$ cat src/rtl/nbs_pkg.sv
// Package: shared constants for the boot flash SPI master.
// Assumes a 32-bit register bus with a 4-bit byte offset.
package nbs_pkg;
    localparam int WORD_W = 32;
    localparam int BYTE_W = 8;
    localparam int LANES  = WORD_W / BYTE_W;
    localparam int ADDR_W = 4;

    // register offsets
    localparam logic [ADDR_W-1:0] OFS_CFG  = 4'h0;
    localparam logic [ADDR_W-1:0] OFS_CSR  = 4'h8;
    localparam logic [ADDR_W-1:0] OFS_DATA = 4'hC;

    // bit positions inside the control/status register
    localparam int CSR_CS0_BIT = 31;
    localparam int CSR_CS1_BIT = 30;
    localparam int CSR_LEN_HI  = 29;
    localparam int CSR_LEN_LO  = 28;
    localparam int CSR_RDY_BIT = 27;

    // bit positions inside the configuration register
    localparam int CFG_RD_ORDER_BIT = 28;
    localparam int CFG_WR_ORDER_BIT = 27;

    // lowest register bit carried into the register file
    localparam int CTL_LSB = 27;
    localparam int CTL_W   = WORD_W - CTL_LSB;

    localparam logic [1:0] LEN_QUAD = 2'b11;

    typedef enum logic [1:0] {
        ACC_NONE,
        ACC_CFG,
        ACC_CSR,
        ACC_DATA
    } acc_sel_e;

    // Map a byte offset onto the register it selects.
    function automatic acc_sel_e decode_offset(input logic [ADDR_W-1:0] ofs);
        acc_sel_e sel;
        unique case (ofs)
            OFS_CFG:  sel = ACC_CFG;
            OFS_CSR:  sel = ACC_CSR;
            OFS_DATA: sel = ACC_DATA;
            default:  sel = ACC_NONE;
        endcase
        return sel;
    endfunction
endpackage

$ cat src/rtl/nbs_lane_order.sv
// Module: nbs_lane_order
// Reverses the byte lanes of a word when swap is set and passes the word
// through otherwise. Purely combinational. Assumes WORD_W is a multiple of 8.
module nbs_lane_order #(
    parameter int WORD_W = 32,
    parameter int BYTE_W = 8
) (
    input  logic [WORD_W-1:0] in_word,
    input  logic              swap,
    output logic [WORD_W-1:0] out_word
);
    localparam int LANES = WORD_W / BYTE_W;

    logic [WORD_W-1:0] reversed;

    // one lane mapping per byte position
    for (genvar g = 0; g < LANES; g++) begin : g_lane
        assign reversed[g*BYTE_W +: BYTE_W] = in_word[(LANES-1-g)*BYTE_W +: BYTE_W];
    end

    // choose the reversed or the straight word
    assign out_word = swap ? reversed : in_word;
endmodule

$ cat src/rtl/nbs_regfile.sv
// Module: nbs_regfile
// Holds the configuration register (read/write order bits) and the
// control/status register (two chip selects, length field). Provides the
// read value for both, with the ready flag taken live from the shift engine.
// Assumes only bits 31:27 of a write word are meaningful and that the top
// level has already decoded the offset.
module nbs_regfile
    import nbs_pkg::*;
(
    input  logic              clk,
    input  logic              rst_n,
    input  logic              wr_en,
    input  acc_sel_e          sel,
    input  logic [CTL_W-1:0]  wr_bits,
    input  logic              eng_busy,
    output logic [WORD_W-1:0] rd_data,
    output logic              cs0_n,
    output logic              cs1_n,
    output logic              len_quad,
    output logic              rd_order_be,
    output logic              wr_order_be
);
    localparam int CS0_I = CSR_CS0_BIT - CTL_LSB;
    localparam int CS1_I = CSR_CS1_BIT - CTL_LSB;
    localparam int LHI_I = CSR_LEN_HI - CTL_LSB;
    localparam int LLO_I = CSR_LEN_LO - CTL_LSB;
    localparam int RDO_I = CFG_RD_ORDER_BIT - CTL_LSB;
    localparam int WRO_I = CFG_WR_ORDER_BIT - CTL_LSB;

    logic       cs0_q, cs1_q;
    logic [1:0] len_q;
    logic       rdo_q, wro_q;

    // control/status register: chip selects and length
    always_ff @(posedge clk) begin
        if (!rst_n) begin
            cs0_q <= 1'b1;
            cs1_q <= 1'b1;
            len_q <= 2'b00;
        end else if (wr_en && sel == ACC_CSR) begin
            cs0_q <= wr_bits[CS0_I];
            cs1_q <= wr_bits[CS1_I];
            len_q <= {wr_bits[LHI_I], wr_bits[LLO_I]};
        end
    end

    // configuration register: byte order for each direction
    always_ff @(posedge clk) begin
        if (!rst_n) begin
            rdo_q <= 1'b0;
            wro_q <= 1'b0;
        end else if (wr_en && sel == ACC_CFG) begin
            rdo_q <= wr_bits[RDO_I];
            wro_q <= wr_bits[WRO_I];
        end
    end

    // read mux over the two registers
    always_comb begin
        rd_data = '0;
        unique case (sel)
            ACC_CFG: begin
                rd_data[CFG_RD_ORDER_BIT] = rdo_q;
                rd_data[CFG_WR_ORDER_BIT] = wro_q;
            end
            ACC_CSR: begin
                rd_data[CSR_CS0_BIT]                = cs0_q;
                rd_data[CSR_CS1_BIT]                = cs1_q;
                rd_data[CSR_LEN_HI:CSR_LEN_LO]      = len_q;
                rd_data[CSR_RDY_BIT]                = !eng_busy;
            end
            default: rd_data = '0;
        endcase
    end

    assign cs0_n       = cs0_q;
    assign cs1_n       = cs1_q;
    assign len_quad    = (len_q == LEN_QUAD);
    assign rd_order_be = rdo_q;
    assign wr_order_be = wro_q;

    // a write to the other registers must leave chip select 0 alone
    AST_CS0_HOLD: assert property (@(posedge clk) disable iff (!rst_n)
        !(wr_en && sel == ACC_CSR) |=> $stable(cs0_q));
endmodule

$ cat src/rtl/nbs_shifter.sv
// Module: nbs_shifter
// SPI mode 0 shift engine, MSB first. On start it loads a 32-bit word and
// shifts 8 or 32 bits. In transmit mode it drives MOSI from the top of the
// shift register and shifts in zeros. In receive mode it holds MOSI low and
// samples MISO on each SCLK rising edge. Assumes CLK_DIV is even and at
// least 2, and that start is pulsed only while busy is low.
module nbs_shifter #(
    parameter int WORD_W  = 32,
    parameter int BYTE_W  = 8,
    parameter int CLK_DIV = 4
) (
    input  logic              clk,
    input  logic              rst_n,
    input  logic              start,
    input  logic              start_tx,
    input  logic              quad,
    input  logic [WORD_W-1:0] load_word,
    input  logic              miso,
    output logic              busy,
    output logic              done,
    output logic              sclk,
    output logic              mosi,
    output logic [WORD_W-1:0] rx_word
);
    localparam int HALF  = CLK_DIV / 2;
    localparam int DIV_W = (HALF > 1) ? $clog2(HALF) : 1;
    localparam int BIT_W = $clog2(WORD_W);
    localparam logic [DIV_W-1:0] DIV_LAST = DIV_W'(HALF - 1);
    localparam logic [BIT_W-1:0] BITS_QUAD = BIT_W'(WORD_W - 1);
    localparam logic [BIT_W-1:0] BITS_ONE  = BIT_W'(BYTE_W - 1);

    logic              busy_q, done_q, sclk_q, samp_q, tx_q;
    logic [DIV_W-1:0]  div_q;
    logic [BIT_W-1:0]  bit_q;
    logic [WORD_W-1:0] sh_q;
    logic              phase_end;

    // end of the current half period of SCLK
    assign phase_end = (div_q == DIV_LAST);

    // transfer sequencing, SCLK generation and shifting
    always_ff @(posedge clk) begin
        if (!rst_n) begin
            busy_q <= 1'b0;
            done_q <= 1'b0;
            sclk_q <= 1'b0;
            samp_q <= 1'b0;
            tx_q   <= 1'b0;
            div_q  <= '0;
            bit_q  <= '0;
            sh_q   <= '0;
        end else begin
            done_q <= 1'b0;
            if (start) begin
                busy_q <= 1'b1;
                tx_q   <= start_tx;
                sh_q   <= start_tx ? load_word : '0;
                bit_q  <= quad ? BITS_QUAD : BITS_ONE;
                div_q  <= '0;
                sclk_q <= 1'b0;
            end else if (busy_q) begin
                if (phase_end) begin
                    div_q <= '0;
                    if (!sclk_q) begin
                        sclk_q <= 1'b1;
                        samp_q <= miso;
                    end else begin
                        sclk_q <= 1'b0;
                        sh_q   <= {sh_q[WORD_W-2:0], tx_q ? 1'b0 : samp_q};
                        if (bit_q == '0) begin
                            busy_q <= 1'b0;
                            done_q <= 1'b1;
                        end else begin
                            bit_q <= bit_q - 1'b1;
                        end
                    end
                end else begin
                    div_q <= div_q + 1'b1;
                end
            end
        end
    end

    assign busy    = busy_q;
    assign done    = done_q;
    assign sclk    = sclk_q;
    assign mosi    = busy_q && tx_q && sh_q[WORD_W-1];
    assign rx_word = sh_q;

    AST_START_IDLE: assert property (@(posedge clk) disable iff (!rst_n)
        start |-> !busy_q);
    AST_SCLK_IDLE_LOW: assert property (@(posedge clk) disable iff (!rst_n)
        !busy_q |-> !sclk_q);
    AST_HALF_PERIOD: assert property (@(posedge clk) disable iff (!rst_n)
        (busy_q && !$stable(sclk_q)) |-> $past(phase_end));
    AST_DONE_AFTER_BUSY: assert property (@(posedge clk) disable iff (!rst_n)
        done_q |-> (!busy_q && $past(busy_q)));
endmodule

$ cat src/rtl/nor_boot_spi_ctrl.sv
// Module: nor_boot_spi_ctrl (top)
// Register-mapped half-duplex SPI master for a boot NOR flash. It decodes
// bus requests, starts a transmit on a data write and a receive on a data
// read, and holds the acknowledge of a data read until the engine finishes.
// Assumes the bus master holds a request stable until bus_ack and drops it
// in the cycle after the acknowledge.
module nor_boot_spi_ctrl
    import nbs_pkg::*;
#(
    parameter int CLK_DIV = 4
) (
    input  logic              clk,
    input  logic              rst_n,
    input  logic              bus_sel,
    input  logic              bus_we,
    input  logic [ADDR_W-1:0] bus_addr,
    input  logic [WORD_W-1:0] bus_wdata,
    output logic [WORD_W-1:0] bus_rdata,
    output logic              bus_ack,
    output logic              spi_sclk,
    output logic              spi_mosi,
    input  logic              spi_miso,
    output logic              spi_cs0_n,
    output logic              spi_cs1_n
);
    acc_sel_e          acc_sel;
    logic              accept, reg_wr, start_tx, start_rx, eng_start;
    logic              ack_q, rd_pend_q, rd_run_q;
    logic [WORD_W-1:0] rdata_q;
    logic [WORD_W-1:0] reg_rdata, tx_ordered, tx_load, rx_ordered, rx_final;
    logic              len_quad, rd_order_be, wr_order_be;
    logic              eng_busy, eng_done, eng_mosi;
    logic [WORD_W-1:0] eng_word;

    // request decode and start conditions
    assign acc_sel   = decode_offset(bus_addr);
    assign accept    = bus_sel && !ack_q && !rd_pend_q;
    assign reg_wr    = accept && bus_we && (acc_sel == ACC_CFG || acc_sel == ACC_CSR);
    assign start_tx  = accept && bus_we && (acc_sel == ACC_DATA) && !eng_busy;
    assign start_rx  = rd_pend_q && !rd_run_q && !eng_busy;
    assign eng_start = start_tx || start_rx;

    nbs_regfile u_regs (
        .clk        (clk),
        .rst_n      (rst_n),
        .wr_en      (reg_wr),
        .sel        (acc_sel),
        .wr_bits    (bus_wdata[WORD_W-1:CTL_LSB]),
        .eng_busy   (eng_busy),
        .rd_data    (reg_rdata),
        .cs0_n      (spi_cs0_n),
        .cs1_n      (spi_cs1_n),
        .len_quad   (len_quad),
        .rd_order_be(rd_order_be),
        .wr_order_be(wr_order_be)
    );

    // transmit ordering: the engine always sends bit 31 first
    nbs_lane_order #(.WORD_W(WORD_W), .BYTE_W(BYTE_W)) u_tx_order (
        .in_word (bus_wdata),
        .swap    (!wr_order_be),
        .out_word(tx_ordered)
    );
    assign tx_load = len_quad ? tx_ordered : bus_wdata;

    // receive ordering: the engine leaves the first byte in bits 31:24
    nbs_lane_order #(.WORD_W(WORD_W), .BYTE_W(BYTE_W)) u_rx_order (
        .in_word (eng_word),
        .swap    (!rd_order_be),
        .out_word(rx_ordered)
    );
    assign rx_final = len_quad ? rx_ordered
                               : {eng_word[BYTE_W-1:0], {(WORD_W-BYTE_W){1'b0}}};

    nbs_shifter #(.WORD_W(WORD_W), .BYTE_W(BYTE_W), .CLK_DIV(CLK_DIV)) u_shift (
        .clk      (clk),
        .rst_n    (rst_n),
        .start    (eng_start),
        .start_tx (start_tx),
        .quad     (len_quad),
        .load_word(tx_load),
        .miso     (spi_miso),
        .busy     (eng_busy),
        .done     (eng_done),
        .sclk     (spi_sclk),
        .mosi     (eng_mosi),
        .rx_word  (eng_word)
    );

    // bus response: acknowledge pulse, read data and the pending data read
    always_ff @(posedge clk) begin
        if (!rst_n) begin
            ack_q     <= 1'b0;
            rdata_q   <= '0;
            rd_pend_q <= 1'b0;
            rd_run_q  <= 1'b0;
        end else begin
            ack_q <= 1'b0;
            if (accept) begin
                if (bus_we) begin
                    ack_q <= 1'b1;
                end else if (acc_sel == ACC_DATA) begin
                    rd_pend_q <= 1'b1;
                    rd_run_q  <= 1'b0;
                end else begin
                    ack_q   <= 1'b1;
                    rdata_q <= reg_rdata;
                end
            end
            if (start_rx) begin
                rd_run_q <= 1'b1;
            end
            if (rd_pend_q && rd_run_q && eng_done) begin
                ack_q     <= 1'b1;
                rdata_q   <= rx_final;
                rd_pend_q <= 1'b0;
                rd_run_q  <= 1'b0;
            end
        end
    end

    assign bus_ack   = ack_q;
    assign bus_rdata = rdata_q;
    assign spi_mosi  = eng_mosi;

    AST_ACK_PULSE: assert property (@(posedge clk) disable iff (!rst_n)
        bus_ack |=> !bus_ack);
    AST_RX_MOSI_LOW: assert property (@(posedge clk) disable iff (!rst_n)
        rd_run_q |-> !spi_mosi);
    AST_NO_ACK_MID_READ: assert property (@(posedge clk) disable iff (!rst_n)
        (rd_pend_q && eng_busy) |-> !bus_ack);
    AST_MOSI_HOLD_HIGH: assert property (@(posedge clk) disable iff (!rst_n)
        (spi_sclk && $past(spi_sclk)) |-> $stable(spi_mosi));
endmodule

$ cat config.mk
export PLATFORM = sky130hd
export DESIGN_NAME = nor_boot_spi_ctrl
export DESIGN_NICKNAME = d
export VERILOG_FILES = /design/src/rtl/nbs_pkg.sv /design/src/rtl/nbs_lane_order.sv /design/src/rtl/nbs_regfile.sv /design/src/rtl/nbs_shifter.sv /design/src/rtl/nor_boot_spi_ctrl.sv
export SDC_FILE = /design/constraint.sdc
export NUM_CORES = 1
export LEC_CHECK = 0
export ABC_AREA = 1
export BUFFER_PORTS_ARGS = -buffer_cell sky130_fd_sc_hd__buf_4
export CORE_MARGIN = 8
export CORE_UTILIZATION = 24
export CTS_CLUSTER_SIZE = 28
export DETAILED_ROUTE_END_ITERATION = 6
export PLACE_DENSITY_LB_ADDON = 0.05
export RECOVER_POWER = 50
export SLEW_MARGIN = 20
export SYNTH_ARGS = -nofsm -noshare
export SYNTH_HDL_FRONTEND = slang
export SYNTH_HIERARCHICAL = 1
export SYNTH_SLANG_ARGS = --single-unit
$ cat constraint.sdc
create_clock -name clk -period 3.2 [get_ports clk]
set_clock_uncertainty 0.05 [all_clocks]
set_input_delay 0.32 -clock clk [delete_from_list [all_inputs] [get_ports clk]]
set_output_delay 0.32 -clock clk [all_outputs]
set_load 0.05 [all_outputs]
==> implementation parameters, run 1 <==
Parameter                              Value

Final layout
  Net count reported at finish ... 1247
  Share of final-layout standard cells stronger than drive strength 1 ... 8.70%
  Count of non-filler cells in the finished layout ... 1542
  Area growth syn-to-layout ... 11.8%
  ANT cells ... 0
  Fill cell total of the finished layout ... 3112

Synthesis
  Leading post-synthesis cells by instance count ... 639 x sky130_fd_sc_hd__nand2_1, 109 x sky130_fd_sc_hd__inv_1, 84 x sky130_fd_sc_hd__dfxtp_1
  EDFF count, synth ... 0
  Area share of the leading cell type in the synthesized netlist ... 37.7%
  Cell types with the largest area share after synthesis ... sky130_fd_sc_hd__nand2_1 38%, sky130_fd_sc_hd__dfxtp_1 26%, sky130_fd_sc_hd__inv_1 6.4%
  Sequential element share of the synthesized area ... 26.4%
  Share of synthesized flip-flops with an asynchronous set or reset ... 0%
  Netlist cell types ... 27
  Post-synthesis average cell area ... 5.46 um^2
  Most common cell in the netlist ... sky130_fd_sc_hd__nand2_1
  Cell type with the largest total area after synthesis ... sky130_fd_sc_hd__nand2_1
  Total of flip-flops plus latches after synthesis ... 84
  Synth warnings ... 6
  Dominant synthesized flop cell ... sky130_fd_sc_hd__dfxtp_1
  Post-synthesis cell count ... 1165
  Post-synthesis instance area ... 6360 um^2

Setup path
  Worst Path Arrival ... 2.70 ns
  Highest cell delay on the worst timing path ... 0.45 ns
  Worst reg2reg path startpoint ... rd_pend_q
  Slowest stage cell, crit path ... sky130_fd_sc_hd__o21ai_0
  Cell type group with the largest total delay on the critical path ... simple AND/OR/NAND/NOR gates
  CP startpoint ... bus_addr[1]
  Most prevalent standard cell on the critical path ... sky130_fd_sc_hd__nand2_1
  Required time at the endpoint of the critical path ... 3.35 ns
  Crit Path Max Fanout ... 33
  Endpoint kind of the worst setup timing path ... flop
  Stages on worst setup path ... 11
  Crit path cell chain ... buf_4 > or2_2 > nor2_1 > ha_1 > nand2_1 > o21ai_0 > clkinv_1 > nand2_2 > inv_2 > nand2_1 > a21oi_1
  End of the critical path ... u_shift/rx_word[15]
  Logic depth of the worst register-to-register path ... 8
  FF-to-FF End ... u_shift/rx_word[15]
  Startpoint types ... primary input
  Critical path class ... in -> reg
  Register-to-register path setup slack ... 0.71 ns
  Bufs and invs on worst path ... 3

Power and ir drop
  Power density over cell area ... 371 nW/um^2
  Peak supply drop ... 0.000251 V
  Post-layout total power ... 2.63 mW
  Leakage power ... 3.68 nW

Clock tree
  H-tree depth ... 3
  Hold-fix buffers at CTS ... 0
  Largest buffer count on any clock path ... 2
  Root Buffer Master ... sky130_fd_sc_hd__clkbuf_16
  Inserted Clock Buffers ... 9
  Clock-pin transition on the worst setup and hold timing paths ... 0.07 ns
  TritonCTS clock tree ... done
  Buffer count from post-CTS setup fixing ... 0
  Cts repair resizes ... 0
  Number of sinks on the clock net ... 84
  Source-to-sink clock delay at the later pin of the worst-skew pair ... 0.35 ns

Global routing
  Total routing resource utilization after global routing ... 12.7%
  Most heavily used metal layer in global routing ... met1
  Antenna violations before repair ... 0
  Number of global-route vias before repair ... 5921
  Met3 usage in global routing ... 2.15%
  Overflow after GRT ... 0
  Met1 demand-to-capacity share in global routing ... 19.3%
  Largest net degree at the start of global routing ... 67
  First-pass GRT wire length ... 32.8 mm
  Global-route track usage on met2 ... 17.8%

Drt
  DRC violations left ... 0
  Total via count in the routed design ... 6176
  Violation count after the first detailed-route iteration ... 297
  DR WL/cell ... 12.8 um
  Remaining antenna violation count after routing ... 0
  1st-pass router iterations ... 4
  Total Wirelength ... 19.7 mm
  Routed vias/inst ... 4.01

Hold path
  Min-delay worst type ... in -> reg
  Launch instance of the worst min-delay path ... bus_wdata[27]

Floorplan
  Floorplan die area ... 32000 um^2
  Die Span Y ... 179 um
  Core Area ... 26100 um^2
  Initial Util ... 24.4%
  Num ports ... 78
  Horizontal die dimension ... 179 um
  Number of core rows ... 59

Timing
  Least-Margin Pin Slew ... 1.36 ns
  Final worst path period share ... 79.5%
  Unrepaired setup endpoints after global routing ... no
  Final hold violation count ... 0
  Minimum clock period after layout ... 2.54 ns
  Final-report setup violation count ... 0
  Max Clock Freq ... 393 MHz
  Setup Total Neg Slack ... 0 ns
  Number of pins exceeding their max-slew limit in the final report ... 0
  Relative slew margins ... 9.51%

Placement
  Global placer's final weighted congestion ... 0.720
  Detailed Place HPWL ... 14.1 mm
  Buffers on Ports ... 77
  Number of cells in the design after placement ... 1526

Status
  Status ... finished clean

Run
  Number of max-cap violations ... 0
==> worst register-to-register path, cell delays in order, from the launching register on <==
cell,delay [ns]
sky130_fd_sc_hd__dfxtp_1,0.34
sky130_fd_sc_hd__nor3_1,0.32
sky130_fd_sc_hd__nand2_1,0.18
sky130_fd_sc_hd__o21ai_0,0.47
sky130_fd_sc_hd__clkinv_1,0.23
sky130_fd_sc_hd__nand2_2,0.23
sky130_fd_sc_hd__inv_2,0.29
sky130_fd_sc_hd__nand2_1,0.16
sky130_fd_sc_hd__a21oi_1,0.07
==> worst min path at each step <==
stage	slack (ns)	depth (start not counted)	end
6_report	0.21	3	u_regs/wr_order_be
5_1_grt	0.20	3	u_regs/wr_order_be
4_1_cts	0.19	3	u_regs/len_q[1]
3_5_place_dp	0.43	2	u_shift/bit_q[1]
3_3_place_gp	0.43	2	u_shift/bit_q[4]
2_1_floorplan	0.35	1	u_regs/cs0_n
==> area by class of cell <==
| cell class | instances | area, um^2 | area share, % |
|---|---|---|---|
| Timing Repair Buffer | 94 | 577 | 8.11 |
| Clock buffer | 9 | 225 | 3.17 |
| Multi-Input combinational cell | 899 | 3660 | 51.5 |
| Inverter | 114 | 443 | 6.23 |
| Tap cell | 335 | 419 | 5.90 |
| Sequential cell | 84 | 1680 | 23.7 |
| Clock inverter | 7 | 100 | 1.41 |
==> through the flow <==
step | instance area, um^2 | setup WS [ns] | hold WS (ns) | util, %
5_1_grt | 7110 | 0.429 | 0.198 | 27.3
4_1_cts | 7260 | 1.07 | 0.191 | 27.9
3_5_place_dp | 6940 | 0.705 | 0.427 | 26.6
2_1_floorplan | 6460 | 1.17 | 0.355 | -
6_report | 7110 | 0.655 | 0.206 | 27.3
3_3_place_gp | 6940 | 0.750 | 0.434 | 26.6
==> layer usage <==
metal,part of all wire (%),vias up
li1,-,3489
met3,3.5,13
met2,38,93
met5,0,-
met4,0.99,0
met1,58,2581
==> report_power, final <==
part / leakage [nW] / switching, mW / internal (mW) / total (mW)
combinational: 2.84 / 0.266 / 0.112 / 0.379
sequential: 0.682 / 0.0155 / 1.07 / 1.09
clock: 0.160 / 0.475 / 0.690 / 1.17
==> registers in the layout, summed over array words and instances, names as in the netlist <==
| register | flops |
|---|---|
| u_regs/len_q | 2 |
| u_shift/rx_word | 32 |
| u_shift/tx_q | 1 |
| u_regs/rd_order_be | 1 |
| u_regs/cs1_n | 1 |
| u_regs/cs0_n | 1 |
| u_shift/bit_q | 5 |
| bus_rdata | 32 |
| rd_run_q | 1 |
| u_regs/wr_order_be | 1 |
| rd_pend_q | 1 |
| u_shift/div_q | 1 |
| bus_ack | 1 |
| u_shift/sclk | 1 |
| u_shift/samp_q | 1 |
| u_shift/done | 1 |
| u_shift/busy | 1 |
==> placed cells by master (no fill, tap or decap), types with 2 or more instances in the layout <==
cell type and count:
sky130_fd_sc_hd__inv_8 2, sky130_fd_sc_hd__nor2_1 67, sky130_fd_sc_hd__nand2_2 23, sky130_fd_sc_hd__clkbuf_16 9
sky130_fd_sc_hd__nor3_1 2, sky130_fd_sc_hd__conb_1 27, sky130_fd_sc_hd__clkinv_4 3, sky130_fd_sc_hd__o21ai_0 6
sky130_fd_sc_hd__buf_4 55, sky130_fd_sc_hd__inv_1 108, sky130_fd_sc_hd__dfxtp_1 84, sky130_fd_sc_hd__a21oi_1 42
sky130_fd_sc_hd__clkbuf_1 37, sky130_fd_sc_hd__ha_1 4, sky130_fd_sc_hd__nand2_1 640, sky130_fd_sc_hd__clkinv_1 2
sky130_fd_sc_hd__bufinv_16 2, sky130_fd_sc_hd__nand3_2 2, sky130_fd_sc_hd__nand3_1 79, sky130_fd_sc_hd__inv_2 2
sky130_fd_sc_hd__nor2_2 2
==> cell families after synthesis <==
kind of cell | share of synthesized area, %
AOI/OAI and AO/OA | 3.90
xor gates and xnor gates | 0.138
adders and majority gates | 0.787
buffers and inverters | 17.5
DFF | 26.4
other | 0.0590
and+or+nand+nor | 51.2
(Power assumes the default switching activity.)
==> run 2, diff against run 1 <==
--- a/config.mk
+++ b/config.mk
@@ -5,7 +5,7 @@
 export SDC_FILE = /design/constraint.sdc
 export NUM_CORES = 1
 export LEC_CHECK = 0
-export ABC_AREA = 1
+export ABC_AREA = 0
 export BUFFER_PORTS_ARGS = -buffer_cell sky130_fd_sc_hd__buf_4
 export CORE_MARGIN = 8
 export CORE_UTILIZATION = 24
==> constraint.sdc (replaced) <==
create_clock -name clk -period 2.3 [get_ports clk]
set_clock_uncertainty 0.05 [all_clocks]
set_input_delay 0.23 -clock clk [delete_from_list [all_inputs] [get_ports clk]]
set_output_delay 0.23 -clock clk [all_outputs]
set_load 0.05 [all_outputs]
==> implementation parameters, run 2 <==
Parameter                              Value

Floorplan
  Floorplan die area ... 29300 um^2
  Num ports ... 78
  Core Area ... 24000 um^2
  Die Span Y ... 171 um
  Horizontal die dimension ... 171 um
  Initial Util ... 24.1%
  Number of core rows ... 57

Placement
  Post-Place Worst Slack ... 0.0286 ns
  Number of cells in the design after placement ... 968
  Placed Instance Area ... 6510 um^2
  Global placer's final weighted congestion ... 0.718
  Detailed Place HPWL ... 12.5 mm
  Buffers on Ports ... 77

Setup path
  Cell type group with the largest total delay on the critical path ... simple AND/OR/NAND/NOR gates
  Register-to-register path setup slack ... 0.22 ns
  Crit path cell chain ... nor3b_1 > buf_4 > nand3_1 > a21oi_2 > buf_12 > inv_2 > clkbuf_1 > and4_4 > a2111oi_4
  Endpoint kind of the worst setup timing path ... flop
  Critical path class ... reg -> reg
  Stages on worst setup path ... 9
  Startpoint types ... flop
  Worst reg2reg path startpoint ... rd_pend_q
  Highest cell delay on the worst timing path ... 0.31 ns
  Required time at the endpoint of the critical path ... 2.50 ns
  Slowest stage cell, crit path ... sky130_fd_sc_hd__dfxtp_1
  Logic depth of the worst register-to-register path ... 9
  Bufs and invs on worst path ... 4
  Worst Path Arrival ... 2.28 ns
  Crit Path Max Fanout ... 13
  FF-to-FF End ... u_shift/bit_q[2]

Synthesis
  Total of flip-flops plus latches after synthesis ... 84
  Most common cell in the netlist ... sky130_fd_sc_hd__dfxtp_1
  Area fraction in compound gates after synthesis ... 21.1%
  Area share of the leading cell type in the synthesized netlist ... 29.1%
  Area fraction in and, or, nand and nor cells after synthesis ... 12.4%
  Post-synthesis instance area ... 5790 um^2
  Cell type with the largest total area after synthesis ... sky130_fd_sc_hd__dfxtp_1
  Share of synthesized cell area in full adder, half adder and majority cells ... 0.865%
  Main combinational cell family by area after synthesis ... multiplexers
  EDFF count, synth ... 0
  Post-synthesis cell count ... 609
  Leading post-synthesis cells by instance count ... 84 x sky130_fd_sc_hd__dfxtp_1, 60 x sky130_fd_sc_hd__mux2_4, 49 x sky130_fd_sc_hd__nor2_1
  Fraction of synthesized cell area in xor and xnor cells ... 0.454%
  Share of synthesized flip-flops with an asynchronous set or reset ... 0%
  Netlist cell types ... 59
  Synth warnings ... 6
  Mux cell area share after synthesis ... 24.1%
  Cell types with the largest area share after synthesis ... sky130_fd_sc_hd__dfxtp_1 29%, sky130_fd_sc_hd__mux2_4 16%, sky130_fd_sc_hd__mux2_2 8.6%
  Dominant synthesized flop cell ... sky130_fd_sc_hd__dfxtp_1
  Sequential element share of the synthesized area ... 29.1%
  Post-synthesis average cell area ... 9.50 um^2

Timing
  Max Clock Freq ... 482 MHz
  Number of pins exceeding their max-slew limit in the final report ... 0
  Final-report setup violation count ... 0
  Unrepaired setup endpoints after global routing ... no
  Relative slew margins ... 42.5%
  Final worst path period share ... 90.2%
  Final hold violation count ... 0
  Minimum clock period after layout ... 2.08 ns
  Setup Total Neg Slack ... 0 ns
  Least-Margin Pin Slew ... 0.861 ns
  Post-route worst setup slack ... 0.224 ns

Clock tree
  Number of sinks on the clock net ... 84
  Largest buffer count on any clock path ... 2
  Hold-fix buffers at CTS ... 0
  TritonCTS clock tree ... done
  Cts repair resizes ... 0
  Buffer count from post-CTS setup fixing ... 0
  H-tree depth ... 3
  Root Buffer Master ... sky130_fd_sc_hd__clkbuf_16
  Source-to-sink clock delay at the later pin of the worst-skew pair ... 0.35 ns
  Clock-pin transition on the worst setup and hold timing paths ... 0.07 ns
  Inserted Clock Buffers ... 9

Final layout
  Summed area of non-filler cells in the final layout ... 6610 um^2
  ANT cells ... 0
  Share of final-layout standard cells stronger than drive strength 1 ... 30.0%
  Highest-count cells in the layout ignoring fill and taps ... 84 x sky130_fd_sc_hd__dfxtp_1, 60 x sky130_fd_sc_hd__mux2_4, 49 x sky130_fd_sc_hd__nor2_1
  Count of non-filler cells in the finished layout ... 984
  Net count reported at finish ... 700
  Most common library cell in the layout ignoring fill and taps ... sky130_fd_sc_hd__dfxtp_1
  Area growth syn-to-layout ... 14.3%

Power and ir drop
  Power density over cell area ... 503 nW/um^2
  Leakage power ... 2.57 nW
  Peak supply drop ... 0.000285 V

Global routing
  First-pass GRT wire length ... 26.4 mm
  Largest net degree at the start of global routing ... 40
  Number of global-route vias before repair ... 4537
  Total routing resource utilization after global routing ... 11.6%
  Overflow after GRT ... 0
  Antenna violations before repair ... 0

Drt
  Routed vias/inst ... 4.72
  Total via count in the routed design ... 4641
  DRC violations left ... 0
  Violation count after the first detailed-route iteration ... 242
  DR WL/cell ... 17.5 um
  1st-pass router iterations ... 5
  Remaining antenna violation count after routing ... 0
  Total Wirelength ... 17.3 mm

Hold path
  Instance count along the most critical hold path ... 3
  Min-delay worst type ... in -> reg
  Worst min-delay path endpoint ... u_regs/len_q[1]
  Launch instance of the worst min-delay path ... bus_wdata[29]

Run
  Number of max-cap violations ... 0

Status
  Status ... finished clean
==> run 2: worst reg2reg max path, delay by kind of cell (launching register included) <==
family / cells / cell delay, ns
AND/OR/NAND/NOR: 3 / 0.57
flip-flops: 1 / 0.31
buffers and inverters: 4 / 0.55
AO/OA/AOI/OAI: 2 / 0.51
==> run 2: per-layer routing <==
metal | wire length (um) | global-route usage (%) | up-vias | part of all wire, %
met1 | 8700 | 16.0 | 2210 | 50
met2 | 7740 | 18.2 | 93 | 45
met4 | 170 | 2.95 | 0 | 0.99
met5 | 0 | 0 | - | 0
li1 | - | - | 2326 | -
met3 | 635 | 2.39 | 12 | 3.7
==> run 2: through the flow <==
step | total power [mW] | util (%) | hold slack [ns]
after global placement | 2.03 | 27.2 | 0.414
after floorplan | 1.89 | - | 0.322
after CTS | 3.42 | 28.3 | 0.109
after detailed placement | 2.03 | 27.2 | 0.416
final | 3.33 | 27.6 | 0.112
after global routing | 3.47 | 27.6 | 0.122
==> run 2: area by class of cell <==
class	count	area, um^2
fill	2676	17300
multi-input combinational	449	3520
sequential	84	1680
timing repair buffer	99	703
tap	324	405
clock buffer	12	236
inverter	12	45.0
clock inverter	4	26.3
==> run 2: kinds of logic after synthesis <==
family / after synthesis
AO/OA/AOI/OAI: 176
XOR/XNOR: 3
adder cells (fa/ha/maj): 4
buffers and inverters: 102
flip-flops: 84
multiplexers: 104
other: 1
AND/OR/NAND/NOR: 135
==> run 2: how the worst max path moves through the flow <==
stage,slack [ns],end,startpoint
detailed placement,0.03,u_shift/rx_word[15],bus_addr[3]
floorplan,0.006,u_shift/rx_word[22],bus_addr[1]
global route,0.09,bus_rdata[25],bus_addr[3]
CTS,0.27,u_shift/rx_word[6],rd_pend_q
global placement,0.06,u_shift/bit_q[3],bus_addr[3]
finish,0.22,u_shift/bit_q[2],rd_pend_q
==> run 2: power breakdown <==
part / total, mW / leakage [nW] / switching, mW / internal (mW)
combinational: 0.451 / 1.77 / 0.273 / 0.178
sequential: 1.51 / 0.681 / 0.0237 / 1.49
clock: 1.36 / 0.127 / 0.631 / 0.732
